File: src/rtl/ecs_pkg.sv
`timescale 1ns/1ps
package ecs_pkg;

  // Activity filter codes
  typedef enum logic [1:0] {
    ACT_NONE = 2'd0,
    ACT_ONE  = 2'd1,
    ACT_ALL  = 2'd2,
    ACT_ANY  = 2'd3
  } act_sel_e;

  // Configuration word bit positions; threshold field sits on top
  localparam int B_KERN    = 0;
  localparam int B_USER    = 1;
  localparam int B_ACT_LO  = 2;
  localparam int B_THR_EN  = 4;
  localparam int B_COMPL   = 5;
  localparam int B_EDGE    = 6;
  localparam int B_CASC    = 7;
  localparam int B_IRQ_EN  = 8;
  localparam int B_THR_LO  = 9;
  localparam int CFG_FIXED_W = 9;

endpackage

File: src/rtl/ecs_cfg_reg.sv
`timescale 1ns/1ps
module ecs_cfg_reg #(
  parameter int EVT_W = 4,
  localparam int CFG_W = ecs_pkg::CFG_FIXED_W + EVT_W
) (
  input  logic             clk,
  input  logic             rst_n,
  input  logic             cfg_we,
  input  logic [CFG_W-1:0] cfg_wdata,
  output logic             kern_en,
  output logic             user_en,
  output ecs_pkg::act_sel_e act_sel,
  output logic             thr_en,
  output logic             compl_en,
  output logic             edge_en,
  output logic             casc_en,
  output logic             irq_en,
  output logic [EVT_W-1:0] thr_val
);
  import ecs_pkg::*;

  localparam logic [CFG_W-1:0] CFG_RST =
    CFG_W'(ACT_ALL) << B_ACT_LO;

  logic [CFG_W-1:0] cfg_q;

  always_ff @(posedge clk or negedge rst_n) begin
    if (!rst_n)      cfg_q <= CFG_RST;
    else if (cfg_we) cfg_q <= cfg_wdata;
  end

  always_comb begin
    kern_en  = cfg_q[B_KERN];
    user_en  = cfg_q[B_USER];
    act_sel  = act_sel_e'(cfg_q[B_ACT_LO +: 2]);
    thr_en   = cfg_q[B_THR_EN];
    compl_en = cfg_q[B_COMPL];
    edge_en  = cfg_q[B_EDGE];
    casc_en  = cfg_q[B_CASC];
    irq_en   = cfg_q[B_IRQ_EN];
    thr_val  = cfg_q[B_THR_LO +: EVT_W];
  end

endmodule

File: src/rtl/ecs_qualify.sv
`timescale 1ns/1ps
module ecs_qualify #(
  parameter int NUM_LP = 2,
  localparam int CNT_LP_W = $clog2(NUM_LP + 1)
) (
  input  logic [1:0]        priv_lvl,
  input  logic [NUM_LP-1:0] lp_active,
  input  logic              kern_en,
  input  logic              user_en,
  input  ecs_pkg::act_sel_e act_sel,
  output logic              qual_ok
);
  import ecs_pkg::*;

  // Population count of active logical processors, built as a chain
  logic [CNT_LP_W-1:0] pop [NUM_LP+1];
  assign pop[0] = '0;
  for (genvar g = 0; g < NUM_LP; g++) begin : g_pop
    assign pop[g+1] = pop[g] + CNT_LP_W'(lp_active[g]);
  end

  logic priv_ok;
  logic act_ok;

  always_comb begin
    if (!kern_en && !user_en) priv_ok = 1'b1;
    else if (priv_lvl == 2'd0) priv_ok = kern_en;
    else                       priv_ok = user_en;
  end

  always_comb begin
    unique case (act_sel)
      ACT_NONE: act_ok = (pop[NUM_LP] == '0);
      ACT_ONE:  act_ok = (pop[NUM_LP] == CNT_LP_W'(1));
      ACT_ALL:  act_ok = (pop[NUM_LP] == CNT_LP_W'(NUM_LP));
      default:  act_ok = (pop[NUM_LP] != '0);
    endcase
  end

  assign qual_ok = priv_ok && act_ok;

endmodule

File: src/rtl/ecs_thresh.sv
`timescale 1ns/1ps
module ecs_thresh #(
  parameter int EVT_W = 4
) (
  input  logic             clk,
  input  logic             rst_n,
  input  logic [EVT_W-1:0] evt_cnt,
  input  logic             qual_ok,
  input  logic             thr_en,
  input  logic             compl_en,
  input  logic             edge_en,
  input  logic [EVT_W-1:0] thr_val,
  input  logic             cfg_we,
  output logic [EVT_W-1:0] step
);
  logic cmp;
  logic hit;
  logic hist_q;
  logic fire;

  assign cmp = compl_en ? (evt_cnt < thr_val) : (evt_cnt > thr_val);
  assign hit = qual_ok && cmp;

  // Previous qualified compare result; dropped on any config write
  always_ff @(posedge clk or negedge rst_n) begin
    if (!rst_n)      hist_q <= 1'b0;
    else if (cfg_we) hist_q <= 1'b0;
    else             hist_q <= hit;
  end

  assign fire = edge_en ? (hit && !hist_q) : hit;

  always_comb begin
    if (thr_en)       step = EVT_W'(fire);
    else if (qual_ok) step = evt_cnt;
    else              step = '0;
  end

endmodule

File: src/rtl/ecs_accum.sv
`timescale 1ns/1ps
module ecs_accum #(
  parameter int CNT_W = 40,
  parameter int EVT_W = 4
) (
  input  logic             clk,
  input  logic             rst_n,
  input  logic [EVT_W-1:0] step,
  input  logic             casc_en,
  input  logic             casc_in,
  input  logic             irq_en,
  input  logic             cnt_we,
  input  logic [CNT_W-1:0] cnt_wdata,
  output logic [CNT_W-1:0] cnt_q,
  output logic             ovf_q,
  output logic             irq_q
);
  logic [EVT_W-1:0] inc;
  logic [CNT_W:0]   sum;

  assign inc = casc_en ? EVT_W'(casc_in) : step;
  assign sum = {1'b0, cnt_q} + (CNT_W+1)'(inc);

  always_ff @(posedge clk or negedge rst_n) begin
    if (!rst_n) begin
      cnt_q <= '0;
      ovf_q <= 1'b0;
      irq_q <= 1'b0;
    end else if (cnt_we) begin
      cnt_q <= cnt_wdata;
      ovf_q <= 1'b0;
      irq_q <= 1'b0;
    end else begin
      cnt_q <= sum[CNT_W-1:0];
      ovf_q <= sum[CNT_W];
      irq_q <= irq_q | (sum[CNT_W] & irq_en);
    end
  end

endmodule

File: src/rtl/evt_counter_slice.sv
`timescale 1ns/1ps
module evt_counter_slice #(
  parameter int CNT_W  = 40,
  parameter int EVT_W  = 4,
  parameter int NUM_LP = 2
) (
  input  logic                                clk,
  input  logic                                rst_n,
  input  logic [EVT_W-1:0]                    evt_cnt,
  input  logic [1:0]                          priv_lvl,
  input  logic [NUM_LP-1:0]                   lp_active,
  input  logic                                casc_in,
  input  logic                                cfg_we,
  input  logic [ecs_pkg::CFG_FIXED_W+EVT_W-1:0] cfg_wdata,
  input  logic                                cnt_we,
  input  logic [CNT_W-1:0]                    cnt_wdata,
  output logic [CNT_W-1:0]                    cnt_value,
  output logic                                ovf_pulse,
  output logic                                irq
);
  logic              kern_en, user_en, thr_en, compl_en, edge_en;
  logic              casc_mode, irq_en, qual_ok;
  ecs_pkg::act_sel_e act_sel;
  logic [EVT_W-1:0]  thr_val;
  logic [EVT_W-1:0]  step;

  ecs_cfg_reg #(.EVT_W(EVT_W)) u_cfg (
    .clk(clk), .rst_n(rst_n), .cfg_we(cfg_we), .cfg_wdata(cfg_wdata),
    .kern_en(kern_en), .user_en(user_en), .act_sel(act_sel),
    .thr_en(thr_en), .compl_en(compl_en), .edge_en(edge_en),
    .casc_en(casc_mode), .irq_en(irq_en), .thr_val(thr_val)
  );

  ecs_qualify #(.NUM_LP(NUM_LP)) u_qual (
    .priv_lvl(priv_lvl), .lp_active(lp_active), .kern_en(kern_en),
    .user_en(user_en), .act_sel(act_sel), .qual_ok(qual_ok)
  );

  ecs_thresh #(.EVT_W(EVT_W)) u_thr (
    .clk(clk), .rst_n(rst_n), .evt_cnt(evt_cnt), .qual_ok(qual_ok),
    .thr_en(thr_en), .compl_en(compl_en), .edge_en(edge_en),
    .thr_val(thr_val), .cfg_we(cfg_we), .step(step)
  );

  ecs_accum #(.CNT_W(CNT_W), .EVT_W(EVT_W)) u_acc (
    .clk(clk), .rst_n(rst_n), .step(step), .casc_en(casc_mode),
    .casc_in(casc_in), .irq_en(irq_en), .cnt_we(cnt_we),
    .cnt_wdata(cnt_wdata), .cnt_q(cnt_value), .ovf_q(ovf_pulse),
    .irq_q(irq)
  );

endmodule

File: config.mk
export PLATFORM = sky130hd
export DESIGN_NAME = evt_counter_slice
export DESIGN_NICKNAME = d
export VERILOG_FILES = /design/src/rtl/ecs_pkg.sv /design/src/rtl/ecs_cfg_reg.sv /design/src/rtl/ecs_qualify.sv /design/src/rtl/ecs_thresh.sv /design/src/rtl/ecs_accum.sv /design/src/rtl/evt_counter_slice.sv
export SDC_FILE = /design/constraint.sdc
export NUM_CORES = 1
export LEC_CHECK = 0
export BUFFER_PORTS_ARGS = -buffer_cell sky130_fd_sc_hd__buf_4
export CAP_MARGIN = 20
export CORE_ASPECT_RATIO = 0.5
export CORE_UTILIZATION = 45
export DETAILED_ROUTE_END_ITERATION = 10
export PLACE_DENSITY = 0.72
export SETUP_SLACK_MARGIN = 0.3
export SLEW_MARGIN = 10
export SYNTH_ARGS = -nofsm -noshare
export SYNTH_HDL_FRONTEND = slang
export SYNTH_SLANG_ARGS = --single-unit
File: constraint.sdc
create_clock -name clk -period 4.55 [get_ports clk]
set_input_delay 0.455 -clock clk [delete_from_list [all_inputs] [get_ports clk]]
set_output_delay 0.455 -clock clk [all_outputs]
set_load 0.03 [all_outputs]
==> run summary, run 1 <==
When the netlist entered floorplanning its net count stood at 414. The worst path arrival time is 4040 ps. In the final routed layout, each cell accounts on average for 14.77 um. Measured against its own limit, the worst slew margin works out to 51.23%.

The worst-case IR drop observed on VDD is 153.4 uV. Summed over all nets, the half-perimeter wirelength after detailed placement is 5573 um. In this run the mean area of a mapped cell was 9.878 sq um. The number of placed instances with taps included is 521.

The power per cell area was 315.1 nW/um^2; the cell leakage power was 1.878 nW. Vias per cell: 5.246. The tools report the number of antenna violations at the first check in global routing as 0. The total routed wirelength is 7813 um.

The congestion estimate from routability-driven global placement came to 0.7825. Met2 track demand over resource: 37.57%. The ratio of cells with drive above 1 in the final layout works out to 34.55%. Of all nets on the critical path, the largest fanout is 19. The clock sink total was 56; the remaining antenna violation count was 0. The met3 layer usage reported by global route was 4.380%.

Global routing used 21.38% of the available tracks across all layers. The worst setup path is launched from a register. The region available for standard cell placement spans 6884 sq um. The tools report the yosys synthesis warning count as 0.

The count of maximum capacitance violations came out at 0. The tools report the endpoint required time on the critical path as 4700 ps. Measured on the finished design, the core utilization comes to 62.72%.

The tightest min-delay check is of the input pin to async pin type. The run gives 21 as the count of standard-cell rows. The worst setup path is of the register to register kind. The run gives 1403 sq um as the area used by sequential logic in the layout.

The most critical setup path has its startpoint at u_cfg.cfg_q[3]. The met1 usage is 26.67%. Port buffering added 107 buffers.

Startpoint of the lowest-slack register-to-register path: u_cfg.cfg_q[3]. The worst path in the final design needs a cycle of 3887 ps, including I/O delays and setup. The floorplan die width is 123.1 um, and the overall via count from detail_route is 2775.

The number of levels in the clock H-tree was 2. The most congested layer reported by global routing was met2. The synthesized netlist contains 43 unique library cells. The logs give 0 for the overflow left after global routing and 2763 for the via count of the first global-routing pass. The post-synthesis register bit count works out to 56. Across the routed clock network, the largest skew measured is 3.034 ps. From bottom edge to top edge, the die measures 62.55 um. For the pin with the worst max-slew slack, the measured transition is 731.5 ps. Compared with the post-synthesis result, the final layout area differs by 30.87%. Of the available clock period, the critical path in the final layout requires 85.42%. For this run, the top clock speed supported by timing is 0.2573 GHz.

Setup violations remaining at the end of the flow were counted as 0. The clock transition at the registers of the reported paths is 70 ps, and the post-route total power is 1.360 mW. Number of remaining DRC errors: 0. The run gives 2 as the buffer depth of the longest clock path. The floorplan step defined a die boundary enclosing 7700 sq um. After filler insertion, the fill cell instance count of the layout stands at 609. With fillers left out, the area of the finished cells amounts to 4318 sq um. The flow ran to the end, and the final reports show no timing, DRC or antenna violations. The share of the yosys chip area belonging to registers is 42.51%. At the later pin of the worst-skew pair, clock insertion delay measures 290 ps. The detailed router finished its first iteration with 159 violations. The post-cts hold buffer count is 0, and the area of combinational cells with multiple inputs is 1780 sq um. Setup repair after global routing left no endpoint under its margin. The number of iterations in the first detailed-routing pass was 4.

Once the floorplan was initialized, standard cells occupied 47.93% of the core. The cell count after synthesis came out at 334. At the end of the flow, the number of nets in the layout was 516. The logs give 0 for the number of setup buffers added after CTS and 0 for the max-slew violation count. The run gives 529 as the count of non-filler cells in the finished layout. Final-layout setup total negative slack: 0 ps. The first-pass GRT wire length is 12930 um.

Number of failing hold endpoints at the final stage: 0. The type of destination of the critical path was a register. The number of gates resized after CTS was 0.

108 I/O pins were placed. The number of buffers inserted during clock tree synthesis came out at 5. The root buffer cell chosen for the clock tree is sky130_fd_sc_hd__clkbuf_16. The number of diodes added for antenna fixing came out at 0.

TritonCTS built the clock tree. Entering global routing, the biggest net connects 79 pins. Summing every instance area after synthesis gives 3299 sq um. The area after detailed placement came out at 4161 sq um.
==> layout make-up <==
class	instances	area share, %
Multi-Input combinational cell	253	41.23
Sequential cell	56	32.48
Timing Repair Buffer	110	19.12
Clock buffer	8	3.622
Tap cell	92	2.666
Inverter	10	0.8693
==> state kept, by name, indices dropped and copies added, names as in the netlist <==
name	count
u_acc.cnt_q	40
u_acc.irq_q	1
u_acc.ovf_q	1
u_thr.hist_q	1
u_cfg.cfg_q	13
==> layout by cell type (no fill, tap or decap), types with 2 or more instances in the layout <==
| cell | instances |
|---|---|
| sky130_fd_sc_hd__nor4b_1 | 4 |
| sky130_fd_sc_hd__buf_4 | 110 |
| sky130_fd_sc_hd__mux2_2 | 12 |
| sky130_fd_sc_hd__a41oi_1 | 2 |
| sky130_fd_sc_hd__nor3_1 | 11 |
| sky130_fd_sc_hd__nand2_1 | 54 |
| sky130_fd_sc_hd__xnor2_1 | 34 |
| sky130_fd_sc_hd__ha_1 | 13 |
| sky130_fd_sc_hd__nand4_1 | 6 |
| sky130_fd_sc_hd__and2_1 | 3 |
| sky130_fd_sc_hd__nor3b_1 | 7 |
| sky130_fd_sc_hd__nor2_1 | 11 |
| sky130_fd_sc_hd__and4_1 | 3 |
| sky130_fd_sc_hd__clkbuf_8 | 2 |
| sky130_fd_sc_hd__a21o_1 | 2 |
| sky130_fd_sc_hd__dfrtp_1 | 55 |
| sky130_fd_sc_hd__o21ai_1 | 14 |
| sky130_fd_sc_hd__xor2_1 | 4 |
| sky130_fd_sc_hd__and4_4 | 3 |
| sky130_fd_sc_hd__o21a_1 | 2 |
| sky130_fd_sc_hd__nor4_2 | 11 |
| sky130_fd_sc_hd__a21oi_1 | 3 |
| sky130_fd_sc_hd__nand4_4 | 2 |
| sky130_fd_sc_hd__nand2b_1 | 2 |
| sky130_fd_sc_hd__inv_1 | 10 |
| sky130_fd_sc_hd__a21oi_2 | 2 |
| sky130_fd_sc_hd__nand3_1 | 5 |
| sky130_fd_sc_hd__o21ai_0 | 28 |
| sky130_fd_sc_hd__nor4_1 | 3 |
| sky130_fd_sc_hd__and3_2 | 2 |
| sky130_fd_sc_hd__nor2b_1 | 2 |
| sky130_fd_sc_hd__clkbuf_16 | 5 |
==> per-stage QoR <==
stage | setup WS, ps | hold slack [ps]
2_1_floorplan | 1090 | 159.4
3_3_place_gp | 763.0 | 503.7
3_5_place_dp | 645.5 | 513.7
4_1_cts | 681.7 | 240.3
5_1_grt | 474.9 | 284.2
6_report | 663.2 | 209.7
==> worst paths after layout <==
path / endpoint / slack (ps) / cells after the start
max: u_acc.cnt_q[22] / 660 / 14
min: u_acc.cnt_q[17] / 210 / 1
max reg2reg: u_acc.cnt_q[22] / 660 / 14
min reg2reg: u_cfg.cfg_q[6] / 520 / 1
max in group asynchronous: u_cfg.cfg_q[0] / 3840 / 1
min in group clk: u_acc.cnt_q[16] / 360 / 3
==> critical path: stages, from the launching register on <==
cell,delay (ps)
sky130_fd_sc_hd__dfstp_2,540
sky130_fd_sc_hd__inv_1,60
sky130_fd_sc_hd__ha_1,280
sky130_fd_sc_hd__nor4bb_1,240
sky130_fd_sc_hd__a2111oi_0,110
sky130_fd_sc_hd__a2111o_1,440
sky130_fd_sc_hd__o41ai_1,470
sky130_fd_sc_hd__ha_1,290
sky130_fd_sc_hd__fa_1,220
sky130_fd_sc_hd__a21o_1,140
sky130_fd_sc_hd__a21oi_2,50
sky130_fd_sc_hd__buf_4,220
sky130_fd_sc_hd__nor4b_1,400
sky130_fd_sc_hd__xnor2_1,170
sky130_fd_sc_hd__o21ai_0,90
==> report_power, final <==
part / switching (mW) / leakage (nW) / internal [mW]
Combinational: 0.190 / 1.12 / 0.159
Clock: 0.174 / 0.0772 / 0.235
Sequential: 0.0553 / 0.679 / 0.547
Total: 0.420 / 1.88 / 0.941
==> cell usage after synthesis, drive strengths merged <==
cell type	count	area (sq um)
nand2b	2	12.51
a2111o	1	11.26
a211o	1	8.760
nor3b	7	52.55
fa	1	20.02
nand4	8	80.08
and3	2	15.01
nor4bb	1	10.01
a2111oi	1	8.760
o41ai	1	8.760
and4	6	60.06
ha	13	162.7
dfstp	1	26.28
a41oi	2	17.52
nor2b	2	12.51
a21o	2	15.01
dfrtp	55	1376
and4b	1	10.01
nand3	5	25.02
nand2	54	202.7
a21oi	5	32.53
mux2	12	135.1
xnor2	34	297.8
nor2	11	41.29
and2	3	18.77
o21ai	42	210.2
nor4	14	156.4
buf	3	23.77
nor4b	5	50.04
clkbuf	12	55.05
nor3	11	55.05
o21a	2	15.01
xor2	4	35.03
inv	10	37.54
==> metal layers <==
layer / part of all wire [%] / wire [um] / up-vias
li1: - / - / 1383
met1: 45 / 3495 / 1322
met2: 50 / 3887 / 60
met3: 4.4 / 342 / 10
met4: 1.1 / 87 / 0
met5: 0 / 0 / -
==> logic make-up after synthesis <==
| kind of cell | Yosys count | share of synthesized area (%) |
|---|---|---|
| AOI/OAI and AO/OA | 57 | 9.935 |
| xor gates and xnor gates | 38 | 10.09 |
| adders and majority gates | 14 | 5.537 |
| buffers and inverters | 25 | 3.527 |
| DFF | 56 | 42.51 |
| muxes | 12 | 4.096 |
| and+or+nand+nor | 132 | 24.31 |
Power figures use the tool's default switching activity.
==> run 2: changes to the inputs <==
--- a/config.mk
+++ b/config.mk
@@ -15,4 +15,5 @@
 export SLEW_MARGIN = 10
 export SYNTH_ARGS = -nofsm -noshare
 export SYNTH_HDL_FRONTEND = slang
+export SYNTH_HIERARCHICAL = 1
 export SYNTH_SLANG_ARGS = --single-unit
==> run 2 against run 1 <==
The run now ends with DRC left. Via count is 3.0% higher. Cell count is 1.7% higher. Clock power is 1% lower. Combinational power is 8.6% higher. Synthesized cell count is 2.4% higher. Clock skew is 0.76 ps higher. Design area is 2.9% higher. Power is 2.3% higher. Sequential share of layout area is 0.92 points lower. Largest power group unchanged.
==> run summary, run 2 <==
The run gives 2858 (was 2775) as the overall via count from detail_route. The run finished, with violations left. The fraction of power consumed by the clock network is 29.1% (was 30.1%), and the number of inserted filler cells in the final layout is 653 (was 609). The number of endpoints failing setup at the final stage is 0 (unchanged).

Kind of path behind the tightest hold check: input pin to async pin (unchanged). The checks that failed: DRC. The number of DRC markers after the initial detailed-route iteration was 143 (was 159); the max-slew violation count was 0 (unchanged).

The shortest clock period the worst path allows after layout is 3971 ps (was 3887 ps). Most used cells in the layout excluding fill and tap cells: sky130_fd_sc_hd__buf_4 (109), sky130_fd_sc_hd__dfrtp_1 (55), sky130_fd_sc_hd__nand2_1 (39) (was sky130_fd_sc_hd__buf_4 (110), sky130_fd_sc_hd__dfrtp_1 (55), sky130_fd_sc_hd__nand2_1 (54)). Final setup slack of the worst path: 579.2 ps (was 663.2 ps). The average wire length per cell after detail routing is 14.75 um (was 14.77 um), and the worst clock skew on the final layout is 3.792 ps (was 3.034 ps). The clock transition at the registers of the reported paths works out to 70 ps (about the same). Sort of element at the start of the critical path: a register (unchanged). The number of remaining DRC errors was 5 (was 0).

The post-synthesis cell type count was 56 (was 43). Start-to-end type of the worst setup path: register to register (unchanged). The clock sink total was 56 (unchanged).

Cells taking the most area after synthesis: sky130_fd_sc_hd__dfrtp_1 (40%), sky130_fd_sc_hd__ha_1 (4.7%), sky130_fd_sc_hd__xor2_1 (4.6%) (was sky130_fd_sc_hd__dfrtp_1 (42%), sky130_fd_sc_hd__xnor2_1 (9.0%), sky130_fd_sc_hd__nand2_1 (6.1%)). The starting density of the core is 46.73% (was 47.93%), and the area of the core is 7350 sq um (was 6884 sq um). The net count after synthesis was 422 (was 414); the floorplan die width was 125.6 um (was 123.1 um). The logs give 0 (unchanged) for the count of maximum capacitance violations and 0 (unchanged) for the number of diodes added for antenna fixing. The share of the synthesized area in the top cell type is 40.07% (was 41.71%). The first-pass GRT wire length was 13280 um (was 12930 um); the buffer depth of the longest clock path was 2 (unchanged). The ratio of cells with drive above 1 in the final layout is 35.52% (was 34.55%).

The setup slack after placement came out at 389.3 ps (was 645.5 ps). The tools report the post-cts hold buffer count as 0 (unchanged). The tools report the net switching power of the design as 432.0 uW (was 419.8 uW). Largest registers: u_acc/cnt_q x40, u_cfg/cfg_q x13 (was u_acc.cnt_q x40, u_cfg.cfg_q x13). The slew at the pin closest to its max-slew limit was 707.7 ps (was 731.5 ps); the highest attainable clock frequency was 0.2518 GHz (was 0.2573 GHz). Buffer cell driving the clock tree root: sky130_fd_sc_hd__clkbuf_16 (unchanged).

The register name with the most flops is u_acc/cnt_q (was u_acc.cnt_q). The number of flip-flops in the largest register came out at 40 (unchanged). Share of the clock period used by the worst path after layout: 87.27% (was 85.42%). For the yosys synthesis warning count, the log shows 6 (was 0). The net count reported at finish was 521 (was 516). The vias per cell works out to 5.312 (was 5.246). The tools report the worst ir drop on vdd as 208.7 uV (was 153.4 uV).

The overall die area was 8007 sq um (was 7700 sq um). Combinational share of power: 27.2% (was 25.7%). The maximum number of pins on one net before global-route repair was 64 (was 79). The total routed wirelength is 7937 um (was 7813 um), and the post-cts sizing count is 0 (unchanged). The overall routing resource usage was 20.80% (was 21.38%); the number of levels in the clock H-tree was 2 (unchanged). The area used by sequential logic in the layout came out at 1403 sq um (unchanged).

The chip height is 63.78 um (was 62.55 um), and the share of flip-flops with an asynchronous set or reset after synthesis is 100.0% (unchanged). The via count of the first global-routing pass was 2771 (was 2763); the routability-driven placement congestion ratio was 0.7821 (was 0.7825). The average size of a mapped cell was 10.04 sq um (was 9.878 sq um). The endpoint required time on the critical path is 4720 ps (was 4700 ps), and the worst path arrival time is 4140 ps (was 4040 ps). The overflow left after global routing was 0 (unchanged); the number of enable-type register cells in the synthesized netlist was 0 (unchanged). TritonCTS built the clock tree. The cell leakage power was 1.985 nW (was 1.878 nW); the count of buffers inserted at the top-level ports was 107 (unchanged). The portion of total power attributed to sequential cells is 43.7% (was 44.3%). For the number of antenna violations at the first check in global routing, the log shows 0 (unchanged). The final-layout setup total negative slack was 0 ps (unchanged).

The number of setup buffers added after CTS was 0 (unchanged); the number of buffers inserted during clock tree synthesis was 5 (unchanged). The number of ports placed on the die boundary was 108 (unchanged). Highest fanout seen on the critical path: 9 (was 19). Ranking of synthesized cells by instance count: sky130_fd_sc_hd__dfrtp_1 (55), sky130_fd_sc_hd__nand2_1 (39), sky130_fd_sc_hd__o21ai_0 (23) (was sky130_fd_sc_hd__dfrtp_1 (55), sky130_fd_sc_hd__nand2_1 (54), sky130_fd_sc_hd__xnor2_1 (34)). Cell taking the most area after synthesis: sky130_fd_sc_hd__dfrtp_1 (unchanged). The tools report the count of standard-cell rows as 22 (was 21). Most common cell after layout, fill and taps aside: sky130_fd_sc_hd__buf_4 (unchanged). The type of destination of the critical path is a register (unchanged). The tools report the area of combinational cells with multiple inputs as 1909 sq um (was 1780 sq um).

Most used standard cell by instance count after synthesis: sky130_fd_sc_hd__dfrtp_1 (unchanged). The post-synthesis register bit count came out at 56 (unchanged). For the instance count of the mapped netlist, the log shows 342 (was 334). The logs give 290 ps (about the same) for the latest clock arrival within the worst-skew pair and 3435 sq um (was 3299 sq um) for the mapped cell area.

The power per cell area came out at 313.2 nW/um^2 (was 315.1 nW/um^2). The leading register cell type out of synthesis was sky130_fd_sc_hd__dfrtp_1 (unchanged). The tools report the remaining antenna violation count as 0 (unchanged). Share of the yosys chip area belonging to registers: 40.84% (was 42.51%). The remaining max-slew budget at the tightest pin is 52.82% (was 51.23%), and the switching portion of total power is 31.03% (was 30.86%). The number of iterations in the first detailed-routing pass was 10 (was 4). Setup repair after global routing could not meet its margin everywhere. The number of failing hold endpoints at the final stage was 0 (unchanged).

The synthesis-to-finish area growth works out to 29.40% (was 30.87%). The detailed placer's ending HPWL came out at 5818 um (was 5573 um). The run gives 960.1 uW (was 940.7 uW) as the cell-internal power.
run 2: cell count changes after synthesis, sizes merged, moves of 9 or more:
cell,previous run,this run
nand2,54,40
xnor2,34,17
xor2,4,18
nand3,5,20
mux2,12,21
o21ai,42,30
nor3,11,2
run 2: final timing paths:
path	start	endpoint	slack (ps)	cells after the start
worst max register to register	u_cfg/cfg_q[3]	u_acc/cnt_q[33]	580	14
max in group asynchronous	rst_n	u_cfg/cfg_q[10]	3870	1
worst max-delay path	u_cfg/cfg_q[3]	u_acc/cnt_q[33]	580	14
min in group clk	cnt_wdata[12]	u_acc/cnt_q[12]	370	3
worst min-delay path	rst_n	u_acc/cnt_q[28]	220	1
worst min register to register	u_acc/irq_q	u_acc/irq_q	510	2
run 2: final cells by class:
class                           count  share of cell area, %
Multi-Input combinational cell    259                  42.96
Sequential cell                    56                  31.56
Inverter                           10                 0.8446
Timing Repair Buffer              109                  18.41
Tap cell                           96                  2.703
Clock buffer                        8                  3.519
run 2: critical path, stage by stage, from the launching register on:
cell	delay (ps)
sky130_fd_sc_hd__dfstp_2	560
sky130_fd_sc_hd__inv_1	50
sky130_fd_sc_hd__ha_1	280
sky130_fd_sc_hd__nand2_1	50
sky130_fd_sc_hd__o311a_1	290
sky130_fd_sc_hd__a2111oi_2	460
sky130_fd_sc_hd__nor2b_1	260
sky130_fd_sc_hd__and2_1	140
sky130_fd_sc_hd__nor2b_1	250
sky130_fd_sc_hd__ha_1	280
sky130_fd_sc_hd__a21oi_1	320
sky130_fd_sc_hd__o22a_2	370
sky130_fd_sc_hd__nor4_1	100
sky130_fd_sc_hd__xor2_1	150
sky130_fd_sc_hd__mux2_2	280
run 2: power groups by stage:
stage                     combinational [mW]  clock, mW  sequential (mW)
final                                  0.379      0.405            0.608
after global routing                   0.412      0.438            0.617
after CTS                              0.379      0.415            0.608
after detailed placement               0.378          0            0.618
after global placement                 0.369          0            0.617
after floorplan                        0.159          0            0.678
run 2: cells by family after synthesis:
family	Yosys count	share of synthesized area [%]
XOR/XNOR	35	8.925
AO/OA/AOI/OAI	52	9.363
flip-flops	56	40.84
buffers and inverters	27	3.971
AND/OR/NAND/NOR	137	23.61
adder cells (fa/ha/maj)	14	5.319
multiplexers	21	7.978
run 2: stage by stage:
stage / hold WS (ps) / area (sq um) / utilization, % / power (mW) / instances
2_1_floorplan: 159.4 / 3435 / - / 0.8373 / 342
3_3_place_gp: 488.6 / 4274 / 58.15 / 0.9863 / 530
3_5_place_dp: 490.4 / 4274 / 58.15 / 0.9960 / 530
4_1_cts: 251.4 / 4431 / 60.28 / 1.402 / 538
5_1_grt: 279.8 / 4444 / 60.47 / 1.466 / 538
6_report: 216.4 / 4444 / 60.47 / 1.392 / 538
run 2: layer usage:
metal	vias up	GRT usage [%]	wire, um
met1	1376	28.74	3781
met4	0	3.201	19
li1	1422	-	-
met2	58	33.96	3769
met3	2	4.858	366
met5	-	0	0
==> run 3: changes to the inputs <==
--- a/config.mk
+++ b/config.mk
@@ -5,12 +5,13 @@
 export SDC_FILE = /design/constraint.sdc
 export NUM_CORES = 1
 export LEC_CHECK = 0
+export ABC_AREA = 1
 export BUFFER_PORTS_ARGS = -buffer_cell sky130_fd_sc_hd__buf_4
 export CAP_MARGIN = 20
 export CORE_ASPECT_RATIO = 0.5
 export CORE_UTILIZATION = 45
 export DETAILED_ROUTE_END_ITERATION = 10
-export PLACE_DENSITY = 0.72
+export PLACE_DENSITY = 0.71
 export SETUP_SLACK_MARGIN = 0.3
 export SLEW_MARGIN = 10
 export SYNTH_ARGS = -nofsm -noshare
==> run 3 against run 2 <==
Power is essentially flat. Cell count grew 46%. Routed wire length grew 29%. Synthesized area grew 11%. The flow now finishes without violations. Die area grew 11%. Count of clock-buffer cells in the layout is the same. Core utilization shrank 0.68 points. Global-route usage grew 3.9 points. Hold slack lost 16 ps.
==> run summary, run 3 <==
The number of ports placed on the die boundary was 108 (unchanged). The tools report the area of combinational cells with multiple inputs as 2113 sq um (was 1909 sq um). The latest clock arrival within the worst-skew pair came out at 300 ps (was 290 ps). The share of the clock period used by the worst path after layout is 67.79% (was 87.27%), and the ratio of cells with drive above 1 in the final layout is 22.14% (was 35.52%). The shortest clock period the worst path allows after layout was 3085 ps (was 3971 ps). The most used standard cell by instance count after synthesis was sky130_fd_sc_hd__nand2_1 (was sky130_fd_sc_hd__dfrtp_1). The run gives 1358 ps (was 389.3 ps) as the setup slack after placement. The net count reported at finish was 752 (was 521).

The number of failing hold endpoints at the final stage was 0 (unchanged); the synthesis-to-finish area growth was 27.23% (was 29.40%). The detailed placer's ending HPWL is 7798 um (was 5818 um), and the highest fanout seen on the critical path is 8 (was 9). The share of flip-flops with an asynchronous set or reset after synthesis was 100.0% (unchanged). Cell type of the slowest stage on the worst timing path: sky130_fd_sc_hd__dfstp_2 (unchanged). The number of enable-type register cells in the synthesized netlist was 0 (unchanged). The average wire length per cell after detail routing was 13.02 um (was 14.75 um); the stage delay of the slowest cell on the critical path was 560 ps (about the same).

The post-route total power is 1.392 mW (about the same). The worst path arrival time was 3250 ps (was 4140 ps). Cells taking the most area after synthesis: sky130_fd_sc_hd__dfrtp_1 (36%), sky130_fd_sc_hd__nand2_1 (24%), sky130_fd_sc_hd__nor2_1 (5.9%) (was sky130_fd_sc_hd__dfrtp_1 (40%), sky130_fd_sc_hd__ha_1 (4.7%), sky130_fd_sc_hd__xor2_1 (4.6%)). The overall routing resource usage was 24.70% (was 20.80%); the number of DRC markers after the initial detailed-route iteration was 284 (was 143). The routability-driven placement congestion ratio is 0.8883 (was 0.7821).

Chip height: 67.10 um (was 63.78 um). The post-synthesis cell type count came out at 34 (was 56). The power per cell area was 286.9 nW/um^2 (was 313.2 nW/um^2); the count of buffers inserted at the top-level ports was 107 (unchanged). Most used cells in the layout excluding fill and tap cells: sky130_fd_sc_hd__nand2_1 (242), sky130_fd_sc_hd__buf_4 (107), sky130_fd_sc_hd__nor2_1 (60) (was sky130_fd_sc_hd__buf_4 (109), sky130_fd_sc_hd__dfrtp_1 (55), sky130_fd_sc_hd__nand2_1 (39)). Start-to-end type of the worst setup path: register to register (unchanged). The run gives 0 (was 5) as the number of remaining DRC errors. The run gives 0 (unchanged) as the max-slew violation count. The count of maximum capacitance violations was 0 (unchanged). Register name with the most flops: u_acc/cnt_q (unchanged). Worst flop-to-flop path endpoint: u_acc/cnt_q[24] (was u_acc/cnt_q[33]).

The vias per cell was 4.861 (was 5.312). Top cell family by delay on the critical path: adder cells (was compound AO/OA/AOI/OAI gates). The count of standard-cell rows is 23 (was 22).

The area of the core was 8115 sq um (was 7350 sq um). The leading register cell type out of synthesis is sky130_fd_sc_hd__dfrtp_1 (unchanged). Mapped cell area: 3814 sq um (was 3435 sq um). The tools report the cell leakage power as 2.476 nW (was 1.985 nW). The run gives 569 (was 342) as the instance count of the mapped netlist. The tools report the number of diodes added for antenna fixing as 0 (unchanged). Ranking of synthesized cells by instance count: sky130_fd_sc_hd__nand2_1 (242), sky130_fd_sc_hd__nor2_1 (60), sky130_fd_sc_hd__inv_1 (58) (was sky130_fd_sc_hd__dfrtp_1 (55), sky130_fd_sc_hd__nand2_1 (39), sky130_fd_sc_hd__o21ai_0 (23)).

The startpoint of the lowest-slack register-to-register path was u_cfg/cfg_q[3] (unchanged). The overall die area is 8869 sq um (was 8007 sq um). The worst reg-to-reg setup slack was 1470 ps (was 580 ps). The final design area excluding fillers is 4852 sq um (was 4444 sq um), and the count of non-filler cells in the finished layout is 785 (was 538). The slew at the pin closest to its max-slew limit was 726.9 ps (was 707.7 ps). The type of destination of the critical path is a register (unchanged). Post-route core utilization: 59.79% (was 60.47%).

The share of the synthesized area in the top cell type is 36.09% (was 40.07%). The tools report the maximum number of pins on one net before global-route repair as 57 (was 64). Post-synthesis register bit count: 56 (unchanged). The number of setup buffers added after CTS came out at 0 (unchanged). The run gives 2 (unchanged) as the buffer depth of the longest clock path. The main combinational cell family by area after synthesis was simple AND/OR/NAND/NOR gates (unchanged). The logs give 1403 sq um (unchanged) for the area used by sequential logic in the layout and 1465 ps (was 579.2 ps) for the final setup slack of the worst path. The share of cell area taken by muxes after synthesis works out to 0.2953% (was 7.978%).

The number of placed instances with taps included is 776 (was 530). The number of endpoints failing setup at the final stage was 0 (unchanged). CP cell instances: inv_1 > ha_1 > nand3_1 > a21oi_2 > nand4_1 > nand2_1 > mux2_2 > ha_1 > fa_1 > nand3_1 > nand3_2 > nand2_2 > inv_1 > nand2_1 > xor2_1 > o21ai_1 (was inv_1 > ha_1 > nand2_1 > o311a_1 > a2111oi_2 > nor2b_1 > and2_1 > nor2b_1 > ha_1 > a21oi_1 > o22a_2 > nor4_1 > xor2_1 > mux2_2).

The post-cts sizing count was 0 (unchanged); the number of buffers inserted during clock tree synthesis was 5 (unchanged). The total routed wirelength was 10220 um (was 7937 um). The buffer cell driving the clock tree root is sky130_fd_sc_hd__clkbuf_16 (unchanged). The endpoint required time on the critical path came out at 4720 ps (about the same). The cell taking the most area after synthesis is sky130_fd_sc_hd__dfrtp_1 (unchanged). TritonCTS built the clock tree. The highest attainable clock frequency was 0.3242 GHz (was 0.2518 GHz). The post-route worst hold slack was 200.0 ps (was 216.4 ps). The tools report the first-pass GRT wire length as 16860 um (was 13280 um). The number of inserted filler cells in the final layout was 791 (was 653); the combined buffer and inverter count along the critical path was 2 (was 1).

The starting density of the core was 46.99% (was 46.73%). The tools report the sort of element at the start of the critical path as a register (unchanged). The clock transition at the registers of the reported paths came out at 80 ps (was 70 ps). The net count after synthesis was 649 (was 422); the number of iterations in the first detailed-routing pass was 6 (was 10). For the worst clock skew on the final layout, the log shows 10.13 ps (was 3.792 ps). For the yosys synthesis warning count, the log shows 6 (unchanged). The xor-xnor portion of the synthesized cell area came out at 3.215% (was 8.925%).

The logs give 36.78% (was 40.84%) for the share of the yosys chip area belonging to registers and 0 ps (unchanged) for the final-layout setup total negative slack. The number of flip-flops in the largest register was 40 (unchanged). The most common cell after layout, fill and taps aside is sky130_fd_sc_hd__nand2_1 (was sky130_fd_sc_hd__buf_4).

The floorplan die width was 132.2 um (was 125.6 um). The clock sink total was 56 (unchanged); the overall via count from detail_route was 3816 (was 2858). The tools report the via count of the first global-routing pass as 3501 (was 2771).

The compound-cell area share of the yosys netlist works out to 4.035% (was 9.362%). The post-synthesis simple-gate area fraction is 43.08% (was 23.61%), and the post-cts hold buffer count is 0 (unchanged). The number of antenna violations at the first check in global routing is 0 (unchanged). Kind of path behind the tightest hold check: input pin to async pin (unchanged).

Overflow left after global routing: 0 (unchanged). Remaining antenna violation count: 0 (unchanged). The adder and majority gate portion of the synthesized area came out at 4.790% (was 5.319%).

For the area after detailed placement, the log shows 4681 sq um (was 4274 sq um). The flow ran to the end, and the final reports show no timing, DRC or antenna violations. The worst ir drop on vdd is 145.3 uV (was 208.7 uV), and the cell count of the worst reg-to-reg path is 16 (was 14).

Setup repair after global routing left no endpoint under its margin. The number of levels in the clock H-tree was 2 (unchanged). Largest registers: u_acc/cnt_q x40, u_cfg/cfg_q x13 (unchanged). The remaining max-slew budget at the tightest pin is 51.54% (was 52.82%), and the average size of a mapped cell is 6.702 sq um (was 10.04 sq um).
run 3: cell count changes after synthesis, moves of 9 or more:
cell / before / now
sky130_fd_sc_hd__mux2_2: 11 / 1
sky130_fd_sc_hd__xor2_1: 18 / 4
sky130_fd_sc_hd__o21ai_0: 23 / 7
sky130_fd_sc_hd__inv_1: 10 / 58
sky130_fd_sc_hd__nand3_1: 19 / 35
sky130_fd_sc_hd__mux2_4: 10 / 0
sky130_fd_sc_hd__nor2_1: 12 / 60
sky130_fd_sc_hd__nand2_1: 39 / 242
sky130_fd_sc_hd__nor2_2: 0 / 11
sky130_fd_sc_hd__nor4_1: 9 / 0
run 3: kinds of logic (layout without fill, tap and decap cells):
kind of cell / count (synthesis) / in the layout
AOI/OAI and AO/OA: 28 / 28
xor gates and xnor gates: 14 / 14
adders and majority gates: 14 / 14
buffers and inverters: 71 / 175
DFF: 56 / 56
muxes: 1 / 1
and+or+nand+nor: 385 / 385
run 3: report_power, final:
part / total (mW) / internal, mW / switching (mW) / leakage (nW)
Clock: 0.417 / 0.235 / 0.182 / 0.0772
Sequential: 0.601 / 0.545 / 0.0562 / 0.682
Combinational: 0.374 / 0.152 / 0.222 / 1.72
run 3: worst max path at each step:
stage                       to  slack [ps]           start  depth (start not counted)
5_1_grt        u_acc/cnt_q[24]        1270  u_cfg/cfg_q[3]                         16
4_1_cts        u_acc/cnt_q[24]        1480  u_cfg/cfg_q[3]                         16
3_5_place_dp   u_acc/cnt_q[24]        1360    lp_active[0]                         19
3_3_place_gp   u_acc/cnt_q[24]        1420    lp_active[0]                         19
2_1_floorplan  u_acc/cnt_q[24]        1690    lp_active[0]                         18
6_report       u_acc/cnt_q[24]        1470  u_cfg/cfg_q[3]                         16
run 3: worst reg2reg max path, cell delays in order, from the launching register on:
cell                      delay, ps
sky130_fd_sc_hd__dfstp_2        560
sky130_fd_sc_hd__inv_1           50
sky130_fd_sc_hd__ha_1           260
sky130_fd_sc_hd__nand3_1        100
sky130_fd_sc_hd__a21oi_2        100
sky130_fd_sc_hd__nand4_1        110
sky130_fd_sc_hd__nand2_1         50
sky130_fd_sc_hd__mux2_2         250
sky130_fd_sc_hd__ha_1           200
sky130_fd_sc_hd__fa_1           400
sky130_fd_sc_hd__nand3_1        120
sky130_fd_sc_hd__nand3_2        190
sky130_fd_sc_hd__nand2_2        180
sky130_fd_sc_hd__inv_1          100
sky130_fd_sc_hd__nand2_1         80
sky130_fd_sc_hd__xor2_1         140
sky130_fd_sc_hd__o21ai_1         70
run 3: layer usage:
| layer | share of wire, % | routed length [um] | vias to the layer above | GRT usage [%] |
|---|---|---|---|---|
| met4 | 0.51 | 52 | 0 | 4.741 |
| li1 | - | - | 1970 | - |
| met2 | 44 | 4518 | 136 | 41.01 |
| met3 | 8.6 | 884 | 6 | 6.773 |
| met1 | 47 | 4768 | 1704 | 32.57 |
| met5 | 0 | 0 | - | 0 |
run 3: cell type report:
class / count / area share, %
sequential: 56 / 28.91
tap: 112 / 2.888
clock buffer: 8 / 3.223
inverter: 59 / 4.564
multi-input combinational: 442 / 43.55
timing repair buffer: 108 / 16.86
